File: src/rtl/fcmp_pkg.sv
package fcmp_pkg;

  // Relation codes; the numeric order is the external selector encoding.
  typedef enum logic [2:0] {
    PRED_EQ    = 3'd0,
    PRED_LT    = 3'd1,
    PRED_LE    = 3'd2,
    PRED_UNORD = 3'd3,
    PRED_NEQ   = 3'd4,
    PRED_NLT   = 3'd5,
    PRED_NLE   = 3'd6,
    PRED_ORD   = 3'd7
  } pred_e;

  // Basic relation of a lane pair from which every predicate is derived.
  typedef struct packed {
    logic unord;
    logic eq;
    logic lt;
  } rel_t;

endpackage

File: src/rtl/fcmp_pred_dec.sv
module fcmp_pred_dec
  import fcmp_pkg::*;
#(
  parameter int IMM_W = 8
) (
  input  logic [IMM_W-1:0] code,
  output pred_e            pred,
  output logic             rsvd
);

  localparam int SEL_W = $bits(pred_e);

  // Any set bit above the selector field marks a reserved code.
  assign rsvd = |code[IMM_W-1:SEL_W];
  assign pred = pred_e'(code[SEL_W-1:0]);

endmodule

File: src/rtl/fcmp_classify.sv
module fcmp_classify #(
  parameter int EXP_W = 8,
  parameter int MAN_W = 23
) (
  input  logic [EXP_W+MAN_W:0] val,
  output logic                 is_nan,
  output logic                 is_zero
);

  logic [EXP_W-1:0] exp_f;
  logic [MAN_W-1:0] man_f;

  assign exp_f   = val[EXP_W+MAN_W-1:MAN_W];
  assign man_f   = val[MAN_W-1:0];
  assign is_nan  = (&exp_f) && (|man_f);
  assign is_zero = ~|val[EXP_W+MAN_W-1:0];

endmodule

File: src/rtl/fcmp_lane.sv
module fcmp_lane
  import fcmp_pkg::*;
#(
  parameter int EXP_W = 8,
  parameter int MAN_W = 23
) (
  input  logic                 clk,
  input  logic                 rst_n,
  input  logic [EXP_W+MAN_W:0] lhs,
  input  logic [EXP_W+MAN_W:0] rhs,
  input  pred_e                pred,
  output logic                 hit
);

  localparam int LW    = EXP_W + MAN_W + 1;
  localparam int MAG_W = LW - 1;

  logic             l_nan, l_zero, r_nan, r_zero;
  logic [MAG_W-1:0] l_mag, r_mag;
  logic             l_sgn, r_sgn;
  logic             both_zero;
  rel_t             rel;

  fcmp_classify #(.EXP_W(EXP_W), .MAN_W(MAN_W)) u_cls_l (
    .val(lhs), .is_nan(l_nan), .is_zero(l_zero)
  );
  fcmp_classify #(.EXP_W(EXP_W), .MAN_W(MAN_W)) u_cls_r (
    .val(rhs), .is_nan(r_nan), .is_zero(r_zero)
  );

  assign l_mag     = lhs[MAG_W-1:0];
  assign r_mag     = rhs[MAG_W-1:0];
  assign l_sgn     = lhs[LW-1];
  assign r_sgn     = rhs[LW-1];
  assign both_zero = l_zero && r_zero;

  // Relation: sign first, then magnitude, inverted for two negatives.
  always_comb begin
    rel.unord = l_nan || r_nan;
    rel.eq    = 1'b0;
    rel.lt    = 1'b0;
    if (!rel.unord) begin
      if (both_zero) begin
        rel.eq = 1'b1;
      end else if (l_sgn != r_sgn) begin
        rel.lt = l_sgn;
      end else if (l_mag == r_mag) begin
        rel.eq = 1'b1;
      end else begin
        rel.lt = l_sgn ? (l_mag > r_mag) : (l_mag < r_mag);
      end
    end
  end

  always_comb begin
    unique case (pred)
      PRED_EQ:    hit = rel.eq;
      PRED_LT:    hit = rel.lt;
      PRED_LE:    hit = rel.lt || rel.eq;
      PRED_UNORD: hit = rel.unord;
      PRED_NEQ:   hit = !rel.eq;
      PRED_NLT:   hit = !rel.lt;
      PRED_NLE:   hit = !(rel.lt || rel.eq);
      PRED_ORD:   hit = !rel.unord;
      default:    hit = 1'b0;
    endcase
  end


  nan_excl_chk: assert property (@(posedge clk) disable iff (!rst_n)
    (l_nan || r_nan) |-> !(rel.eq || rel.lt));


  eq_lt_excl_chk: assert property (@(posedge clk) disable iff (!rst_n)
    !(rel.eq && rel.lt));

endmodule

File: src/rtl/fcmp_packed_unit.sv
module fcmp_packed_unit
  import fcmp_pkg::*;
#(
  parameter int LANES = 4,
  parameter int EXP_W = 8,
  parameter int MAN_W = 23,
  parameter int IMM_W = 8
) (
  input  logic                         clk,
  input  logic                         rst_n,
  input  logic                         in_valid,
  output logic                         in_ready,
  input  logic [LANES*(EXP_W+MAN_W+1)-1:0] opnd_a,
  input  logic [LANES*(EXP_W+MAN_W+1)-1:0] opnd_b,
  input  logic [IMM_W-1:0]             pred_code,
  output logic                         out_valid,
  output logic [LANES*(EXP_W+MAN_W+1)-1:0] out_mask,
  output logic                         out_rsvd
);

  localparam int LW = EXP_W + MAN_W + 1;
  localparam int DW = LANES * LW;

  pred_e           pred;
  logic            rsvd;
  logic            accept;
  logic [DW-1:0]   lane_mask;
  logic [DW-1:0]   mask_d, mask_q;
  logic            rsvd_d, rsvd_q;
  logic            valid_d, valid_q;

  assign in_ready = 1'b1;
  assign accept   = in_valid && in_ready;

  fcmp_pred_dec #(.IMM_W(IMM_W)) u_dec (
    .code(pred_code), .pred(pred), .rsvd(rsvd)
  );

  for (genvar g = 0; g < LANES; g++) begin : g_lane
    logic hit;
    fcmp_lane #(.EXP_W(EXP_W), .MAN_W(MAN_W)) u_lane (
      .clk (clk),
      .rst_n(rst_n),
      .lhs (opnd_a[g*LW +: LW]),
      .rhs (opnd_b[g*LW +: LW]),
      .pred(pred),
      .hit (hit)
    );
    assign lane_mask[g*LW +: LW] = {LW{hit}};


    lane_uniform_chk: assert property (@(posedge clk) disable iff (!rst_n)
      (out_mask[g*LW +: LW] == '0) || (out_mask[g*LW +: LW] == '1));
  end

  // Next-state logic
  always_comb begin
    mask_d  = mask_q;
    rsvd_d  = rsvd_q;
    valid_d = accept;
    if (accept) begin
      mask_d = rsvd ? '0 : lane_mask;
      rsvd_d = rsvd;
    end
  end

  // State registers
  always_ff @(posedge clk or negedge rst_n) begin
    if (!rst_n) begin
      mask_q  <= '0;
      rsvd_q  <= 1'b0;
      valid_q <= 1'b0;
    end else begin
      mask_q  <= mask_d;
      rsvd_q  <= rsvd_d;
      valid_q <= valid_d;
    end
  end

  assign out_mask  = mask_q;
  assign out_rsvd  = rsvd_q;
  assign out_valid = valid_q;


  rsvd_zero_chk: assert property (@(posedge clk) disable iff (!rst_n)
    out_rsvd |-> (out_mask == '0));


  valid_follows_chk: assert property (@(posedge clk) disable iff (!rst_n)
    in_valid |=> out_valid);


  valid_only_chk: assert property (@(posedge clk) disable iff (!rst_n)
    !in_valid |=> !out_valid);


  hold_idle_chk: assert property (@(posedge clk) disable iff (!rst_n)
    !out_valid |-> ($stable(out_mask) && $stable(out_rsvd)));

endmodule

File: config.mk
export PLATFORM = sky130hd
export DESIGN_NAME = fcmp_packed_unit
export DESIGN_NICKNAME = d
export VERILOG_FILES = /design/src/rtl/fcmp_pkg.sv /design/src/rtl/fcmp_pred_dec.sv /design/src/rtl/fcmp_classify.sv /design/src/rtl/fcmp_lane.sv /design/src/rtl/fcmp_packed_unit.sv
export SDC_FILE = /design/constraint.sdc
export NUM_CORES = 1
export LEC_CHECK = 0
export ABC_AREA = 1
export CAP_MARGIN = 10
export CORE_AREA = 8 8 147 149
export CTS_BUF_LIST = sky130_fd_sc_hd__clkbuf_2
export DETAILED_ROUTE_END_ITERATION = 16
export DIE_AREA = 0 0 155 157
export PLACE_DENSITY = 0.73
export SLEW_MARGIN = 10
export SYNTH_ARGS = -nofsm -noshare
export SYNTH_HDL_FRONTEND = slang
export SYNTH_SLANG_ARGS = --single-unit
File: constraint.sdc
create_clock -name clk -period 1.6 [get_ports clk]
set_clock_uncertainty 0.1 [all_clocks]
set_input_delay 0.32 -clock clk [delete_from_list [all_inputs] [get_ports clk]]
set_output_delay 0.32 -clock clk [all_outputs]
set_load 0.05 [all_outputs]
==> summary by stage, run 1 <==
GRT
The first global-routing pass estimated approximately 54000 microns of wire. Entering global routing, the biggest net connects 26 pins. Summed over all layers, the global routing overflow is 0. The initial antenna violation count is 12. The number of global-route vias before repair came to 10300. Global routing consumed, over all layers together, 27.6% of the routing resources.

Routing
The detailed router finished its first iteration with 473 violations. After detailed routing, the average wire length per cell comes to 19.1 microns. The count of nets left with antenna violations once routing finished came out at 0. The overall via count from detail_route is just under 10000. The average vias per placed instance is 5.03. For this run, the detailed router's first-pass iteration total came to 7. In the routed design, unresolved DRC markers number 0. The post-detailed-routing wire length is 37600 microns.

Final layout
The net count of the finished layout is between 2000 and 2500. Cells with a size suffix above 1 make up 63.2% of the layout. The post-layout instance count excluding filler cells is 1961. The area growth from synthesis to layout is 120%. Cells fill 76.5% of the core in the end.

Critical path
The data arrival time at the worst-slack endpoint is 1.98 ns. The cell depth of the worst flop-to-flop path is 3. The worst setup path is captured at a flip-flop. The endpoint of the worst register-to-register path is out_mask[95].

The startpoint identified for the worst register-to-register timing path is out_mask[95]. The element type at the critical path start is an input port. The critical path required time is 1.66 ns.

The register-to-register setup slack is 0.54 ns. The critical setup path kind is in2reg. Along the worst path, the maximum fanout reaches 2.

STA
The count of final hold-check violations is 0. The part of the cycle the worst path needs is 120%. The smallest clock period supported by the final layout is computed as 1.91 ns. The count of final setup violators is 35. Setup repair after global routing could not meet its margin everywhere.

The number of slew-limit violations in the final report is 0. For the final routed database, the setup TNS stands at -1.49 ns. Across all setup checks in the final design, the least slack found is -0.315 ns.

The maximum operating frequency is 522 MHz.

Power and ir drop
The switching fraction of total power is between 40% and 50%. The combinational fraction of design power is 92.4%. In this run the power density over the cells is 267 nW/um^2. The cell internal power dissipation is 2.02 mW. Total power for the finished layout comes to 3.92 mW. The maximum resistive drop on vdd is ~160 uV. The portion of total power attributed to the clock network is under 10%.

The analysis attributes to cell leakage a power of slightly below 7 nW. In this run the power spent charging and discharging nets is about 1.9 mW. The power share of the sequential group is 4.1%.

Placed design
The half-perimeter wire length after placement is 28100 microns. The cell count after placement is 1919. The congestion estimate from routability-driven global placement came to roughly 0.96. The number of input and output port buffers inserted is 396.

Floorplan
The area inside the core boundary is 19200 sq um. The initial standard-cell utilization of the core is 34.8%. The floorplan step set the die height to 157 microns. The count of pins on the block boundary is 398.

The total number of placement rows is 51. The chip width is roughly 160 microns. The die covers ~24000 sq um.

Synthesis
The post-synthesis sequential element count is 6. The number of warnings reported in the yosys synthesis log is 0. The number of enable-type register cells in the synthesized netlist is 0. The cell area that synthesis handed to floorplanning was approximately 6700 sq um. After technology mapping, the gate count stands at 1226.

In this run the mean area of a mapped cell was 5.45 sq um. The number of nets in the synthesized netlist is 1617. The leading register cell type out of synthesis is sky130_fd_sc_hd__dfrtp_1. The number of different library cells used by synthesis comes to 28. The share of flip-flops with an asynchronous set or reset after synthesis is 100%. The post-synthesis sequential area ratio is under 10%. The fraction of post-synthesis cell area in the top cell type by area is 23.2%. In the post-synthesis netlist, the biggest area contributors are sky130_fd_sc_hd__ha_1, sky130_fd_sc_hd__nand2_1, sky130_fd_sc_hd__buf_4. The synthesized design spends more area on one cell type than any other, namely sky130_fd_sc_hd__ha_1.

Outcome
The run finished, with violations left. The final reports fail on negative setup slack.

Clock network
The clock passes through at most 2 buffers. At the later pin of the worst-skew pair, clock insertion delay measures 0.24 ns. After clock tree synthesis, the clock-pin slew on the worst setup and hold paths is 0.09 ns. The number of sinks on the clock net is 6. The H-tree level count is 1. The clock tree from TritonCTS is done. Clock tree synthesis selected as its root buffer the cell sky130_fd_sc_hd__clkbuf_2. In this run, CTS created clock tree buffers numbering 3.

Flow run
The reported max-cap violation count is 0.

Min path
The class of the tightest hold or removal check is in2async.
[cell type report]
type,count,area (sq um)
tap,265,332
sequential,6,158
antenna,8,20.0
inverter,223,937
multi-input combinational,872,7140
timing repair buffer,583,6090
fill,1301,4510
clock buffer,4,20.0
[kinds of logic (layout without fill, tap and decap cells)]
family                   count (synthesis)  in the layout  share of synthesized area (%)
flip-flops                               6              6                           2.25
AND/OR/NAND/NOR                        689            689                           43.1
buffers and inverters                  348            810                           26.6
adder cells (fa/ha/maj)                124            124                           23.2
AO/OA/AOI/OAI                           58             58                           4.81
other                                    1              9                         0.0561
[routing by layer]
metal  wire length, microns  up-vias  GRT usage (%)
li1                       -     4637              -
met1                  13400     4634           29.0
met2                  20300      480           54.1
met3                   2530      109           4.47
met4                   1290        6           9.85
met5                     36        -              0
[state kept, by name, summed over array words and instances, names as in the netlist]
signal	cells
out_mask	4
out_rsvd	1
out_valid	1
[critical path: stages]
cell                      delay [ns]
sky130_fd_sc_hd__buf_2          0.13
sky130_fd_sc_hd__ha_4           0.28
sky130_fd_sc_hd__nand2_2        0.08
sky130_fd_sc_hd__nor2_1         0.19
sky130_fd_sc_hd__nand3_1        0.15
sky130_fd_sc_hd__nor2_1         0.14
sky130_fd_sc_hd__nand3_2        0.12
sky130_fd_sc_hd__nand2_2        0.10
sky130_fd_sc_hd__nor2_4         0.04
sky130_fd_sc_hd__nand3_2        0.07
sky130_fd_sc_hd__nand2_1        0.05
sky130_fd_sc_hd__nand2_1        0.07
sky130_fd_sc_hd__nand2_1        0.05
sky130_fd_sc_hd__nand3_1        0.07
sky130_fd_sc_hd__nand2_1        0.05
sky130_fd_sc_hd__nand2_1        0.06
[synth_stat cells, types with 2 or more instances]
master	count
sky130_fd_sc_hd__o22ai_1	3
sky130_fd_sc_hd__o21ai_0	5
sky130_fd_sc_hd__nand2_1	311
sky130_fd_sc_hd__and2_1	4
sky130_fd_sc_hd__nand4_1	43
sky130_fd_sc_hd__inv_2	2
sky130_fd_sc_hd__inv_1	220
sky130_fd_sc_hd__a21oi_1	40
sky130_fd_sc_hd__nand3_1	55
sky130_fd_sc_hd__a21o_1	7
sky130_fd_sc_hd__nor3_1	8
sky130_fd_sc_hd__nor2_2	11
sky130_fd_sc_hd__ha_1	124
sky130_fd_sc_hd__buf_4	125
sky130_fd_sc_hd__nor2_1	243
sky130_fd_sc_hd__nand3_2	4
sky130_fd_sc_hd__dfrtp_1	6
sky130_fd_sc_hd__nand2_2	4
sky130_fd_sc_hd__nand3b_1	2
[metrics by stage]
| stage | worst slack (ns) | area, sq um | hold slack [ns] |
|---|---|---|---|
| 3_5_place_dp | -0.959 | 13200 | 0.455 |
| 6_report | -0.315 | 14700 | 0.237 |
| 5_1_grt | -0.367 | 14700 | 0.250 |
| 4_1_cts | -0.199 | 14200 | 0.235 |
| 2_1_floorplan | -0.224 | 7250 | -0.0756 |
| 3_3_place_gp | -0.905 | 13200 | 0.447 |
[cells in the final DEF, fill, tap and decap left out, types with 8 or more instances in the layout]
| cell | count |
|---|---|
| sky130_fd_sc_hd__nand2_1 | 201 |
| sky130_fd_sc_hd__nor2_1 | 187 |
| sky130_fd_sc_hd__nand3_2 | 17 |
| sky130_fd_sc_hd__nand2_4 | 23 |
| sky130_fd_sc_hd__nand2_2 | 91 |
| sky130_fd_sc_hd__a21oi_1 | 9 |
| sky130_fd_sc_hd__buf_12 | 139 |
| sky130_fd_sc_hd__clkdlybuf4s50_1 | 13 |
| sky130_fd_sc_hd__diode_2 | 8 |
| sky130_fd_sc_hd__nand4_1 | 43 |
| sky130_fd_sc_hd__inv_1 | 87 |
| sky130_fd_sc_hd__a21oi_2 | 27 |
| sky130_fd_sc_hd__buf_6 | 55 |
| sky130_fd_sc_hd__nor2_2 | 50 |
| sky130_fd_sc_hd__buf_4 | 178 |
| sky130_fd_sc_hd__ha_4 | 117 |
| sky130_fd_sc_hd__inv_2 | 101 |
| sky130_fd_sc_hd__inv_4 | 33 |
| sky130_fd_sc_hd__nand3_1 | 39 |
| sky130_fd_sc_hd__buf_2 | 153 |
| sky130_fd_sc_hd__clkbuf_2 | 24 |
| sky130_fd_sc_hd__nor2_4 | 18 |
[how the worst max path moves through the flow]
stage | cells past startpoint | from | endpoint
after floorplan | 15 | opnd_b[118] | out_mask[126]
after global placement | 16 | opnd_b[94] | out_mask[95]
after detailed placement | 19 | opnd_b[114] | out_mask[126]
after CTS | 19 | opnd_b[100] | out_mask[126]
after global routing | 15 | opnd_a[100] | out_mask[126]
final | 16 | opnd_a[100] | out_mask[126]
[timing repair]
| action | in CTS | in global routing |
|---|---|---|
| gates cloned | 1 | 4 |
| pin swaps | 279 | 163 |
| endpoints found under the hold margin | 0 | 0 |
| hold buffers | 0 | 0 |
| setup endpoints to repair | 83 | 102 |
| setup buffers | 16 | 9 |
| resized for setup | 1272 | 259 |
[power groups by stage]
stage | registers, mW | clock network [mW] | logic, mW
global placement | 0.165 | 0 | 2.77
CTS | 0.162 | 0.143 | 3.24
detailed placement | 0.165 | 0 | 2.84
finish | 0.163 | 0.137 | 3.62
floorplan | 0.179 | 0 | 1.24
global route | 0.163 | 0.158 | 3.89
(Power assumes the default switching activity.)
==> run 2, diff against run 1 <==
GPL_ROUTABILITY_DRIVEN = 0   (was not set)
PLACE_DENSITY = 0.8   (was 0.73)
==> run 2 against run 1 <==
  * The run still ends with negative setup slack left
  * Die area is the same
  * Total power grew 0.86%
  * Critical endpoint is now out_mask[63]
  * Sequential share of layout area is essentially flat
  * Count of clock-buffer cells in the layout is the same
  * Cell count shrank 0.46%
  * Via count grew 3.5%
  * Highest routed layer unchanged
  * Register-to-register slack gained 0.10 ns
  * Maximum frequency shrank 0.42%
  * Combinational power grew 1%
==> summary by stage, run 2 (same netlist as run 1, synthesis figures left out) <==
Outcome
The run finished, with violations left. The final reports fail on negative setup slack.

Routing
The post-detailed-routing wire length is 39900 microns. The wire length per cell after detailed routing is 20.4 microns. The count of unresolved DRC violations after routing is 0.

After the first detailed-routing iteration, the DRC count stood at 598. The overall via count from detail_route is 10200. The post-detailed-route count of antenna-violating nets is 0. The average vias per placed instance is 5.23. The number of search-and-repair iterations in the first detailed-routing pass is 7.

Power and ir drop
The portion of total power attributed to the clock network is approximately 3.4%. The power share of the sequential group is 4.0%. Internal power comes to 1.99 mW.

The switching fraction of total power is 49.6%. Across the VDD grid, the largest voltage drop is 167 uV. The analysis attributes to net switching a power of 1.96 mW. Combinational logic is responsible for 92.6% of the overall power. In this run the power density over the cells is around 270 nW/um^2. Summed over all cells, the static leakage comes to 6.76 nW.

STA
The number of slew-limit violations in the final report is 0. Setup repair after global routing could not meet its margin everywhere. The count of final setup violators is 10.

The final hold slack is 0.250 ns. The maximum operating frequency is 520 MHz. The part of the cycle the worst path needs is 120%.

The minimum setup slack in the final design is -0.323 ns. The routed design could run at a clock period as short as 1.92 ns. The count of final hold-check violations came to 0. For the final routed database, the setup TNS stands at -1.33 ns.

Placed design
The half-perimeter wire length after placement is 29300 microns. The number of input and output port buffers inserted is about 400.

Critical path
The startpoint of the lowest-slack register-to-register path is out_mask[63]. The endpoint of the worst register-to-register path is out_mask[63]. The maximum fanout along the worst path is 2. The register-to-register setup slack is 0.64 ns. The element type at the critical path start is an input port. The endpoint class of the critical path is a flip-flop. The maximum single-stage delay on the critical path is 0.50 ns.

The data arrival time at the worst-slack endpoint is 1.96 ns. The most numerous cell type found on the critical path is sky130_fd_sc_hd__nand2_1. The signal on the critical path passes through clkdlybuf4s50_1 -> inv_2 -> nand2_1 -> nand3_1 -> nor2_1 -> nand3_1 -> nand3_1 -> nor2_2 -> nand4_1 -> nand2_1 -> nor2_2 -> nand3_2 -> nand2_1 -> nand2_1. The critical setup path kind is in2reg. Among all stages on the critical path, the largest delay is contributed by sky130_fd_sc_hd__clkdlybuf4s50_1. The cell depth of the worst flop-to-flop path is 3. The critical path required time is 1.63 ns.

Clock network
The tree is rooted in a sky130_fd_sc_hd__clkbuf_2. The H-tree level count is 1. The tree built by TritonCTS fans out to 6 sinks. Clock latency on the worst-skew pair, taken at its later pin, is 0.23 ns. The count of hold buffers inserted by post-cts repair is 0. TritonCTS built the clock tree.

The clock-pin transition on the worst setup and hold timing paths is ~0.090 ns. The CTS buffer count is 3. The clock passes through at most 2 buffers.

Final layout
The net count of the finished layout is 2068. The area of combinational cells with multiple inputs is 7150 sq um. The signed area change from the synthesized netlist to the final layout is 116%. Leaving out fill and tap cells, the most frequent cell in the layout is sky130_fd_sc_hd__nand2_1. The count of filler cells inserted in the layout is roughly 1200. In the final layout, the share of cells above drive strength 1 is 61.0%.

The utilization after layout is 75.4%. The library cells used most frequently in the layout, excluding fill and tap cells, are sky130_fd_sc_hd__nand2_1, sky130_fd_sc_hd__nor2_1, sky130_fd_sc_hd__buf_4. The area taken by flip-flops and latches is 155 sq um. The flip-flop count of the largest register, all copies and words added is 4.

GRT
The total overflow left after global routing is 0. The initial antenna violation count is 6. The number of global-route vias before repair was ~11000. Global routing consumed, over all layers together, 29.0% of the routing resources. The pin count of the biggest net entering global routing is 29. The first-pass GRT wire length is approximately 57000 microns.

Floorplan
The area of the die is 24300 sq um. The chip width is approximately 160 microns. The vertical die dimension is 157 microns. The total number of placement rows is 51. The count of pins on the block boundary is 398. The area inside the core boundary is 19200 sq um. The initial standard-cell utilization of the core is 34.8%.

Flow run
The reported max-cap violation count is 0.

Min path
The class of the tightest hold or removal check is in2async.
-- run 2: worst max path at each step --
stage,startpoint,endpoint,depth (start not counted)
2_1_floorplan,opnd_b[118],out_mask[126],15
3_3_place_gp,opnd_b[38],out_mask[63],19
3_5_place_dp,opnd_b[90],out_mask[95],19
4_1_cts,opnd_b[99],out_mask[126],19
5_1_grt,opnd_a[96],out_mask[126],20
6_report,opnd_b[63],out_mask[63],14
-- run 2: timing repair --
action / 4_1_cts / 5_1_grt
setup endpoints to repair: 22 / 70
setup buffers: 17 / 7
cloned: 1 / 1
resized for setup: 1219 / 224
pin swaps: 274 / 165
-- run 2: power groups by stage --
stage / sequential (mW) / clock (mW) / combinational, mW
2_1_floorplan: 0.179 / 0 / 1.24
3_3_place_gp: 0.163 / 0 / 2.75
3_5_place_dp: 0.163 / 0 / 2.86
4_1_cts: 0.160 / 0.141 / 3.27
5_1_grt: 0.161 / 0.149 / 3.90
6_report: 0.160 / 0.134 / 3.66
-- run 2: cell type report --
cell class / instances / area share (%)
Antenna cell: 11 / 0.190
Sequential cell: 6 / 1.07
Timing Repair Buffer: 571 / 40.6
Inverter: 223 / 6.30
Clock buffer: 4 / 0.138
Tap cell: 265 / 2.29
Multi-Input combinational cell: 872 / 49.4
-- run 2: stage by stage --
stage | cell area [sq um] | worst slack [ns] | instances | power, mW
finish | 14500 | -0.323 | 1952 | 3.96
global route | 14500 | -0.436 | 1945 | 4.21
CTS | 14200 | -0.236 | 1935 | 3.57
detailed placement | 13100 | -0.966 | 1913 | 3.03
global placement | 13100 | -0.928 | 1913 | 2.91
floorplan | 7250 | -0.224 | 1226 | 1.42
-- run 2: per-layer routing --
metal,vias up,track usage [%],share of wire (%),routed length (microns)
met4,2,12.5,5.2,2060
met2,647,57.1,53,21200
met3,194,4.69,7.4,2940
met5,-,0,0.038,15
li1,4619,-,-,-
met1,4749,29.5,34,13700
-- run 2: worst max-delay path: cells and delay by family --
| kind | cells | cell delay [ns] |
|---|---|---|
| and+or+nand+nor | 12 | 1.09 |
| buffers and inverters | 2 | 0.55 |
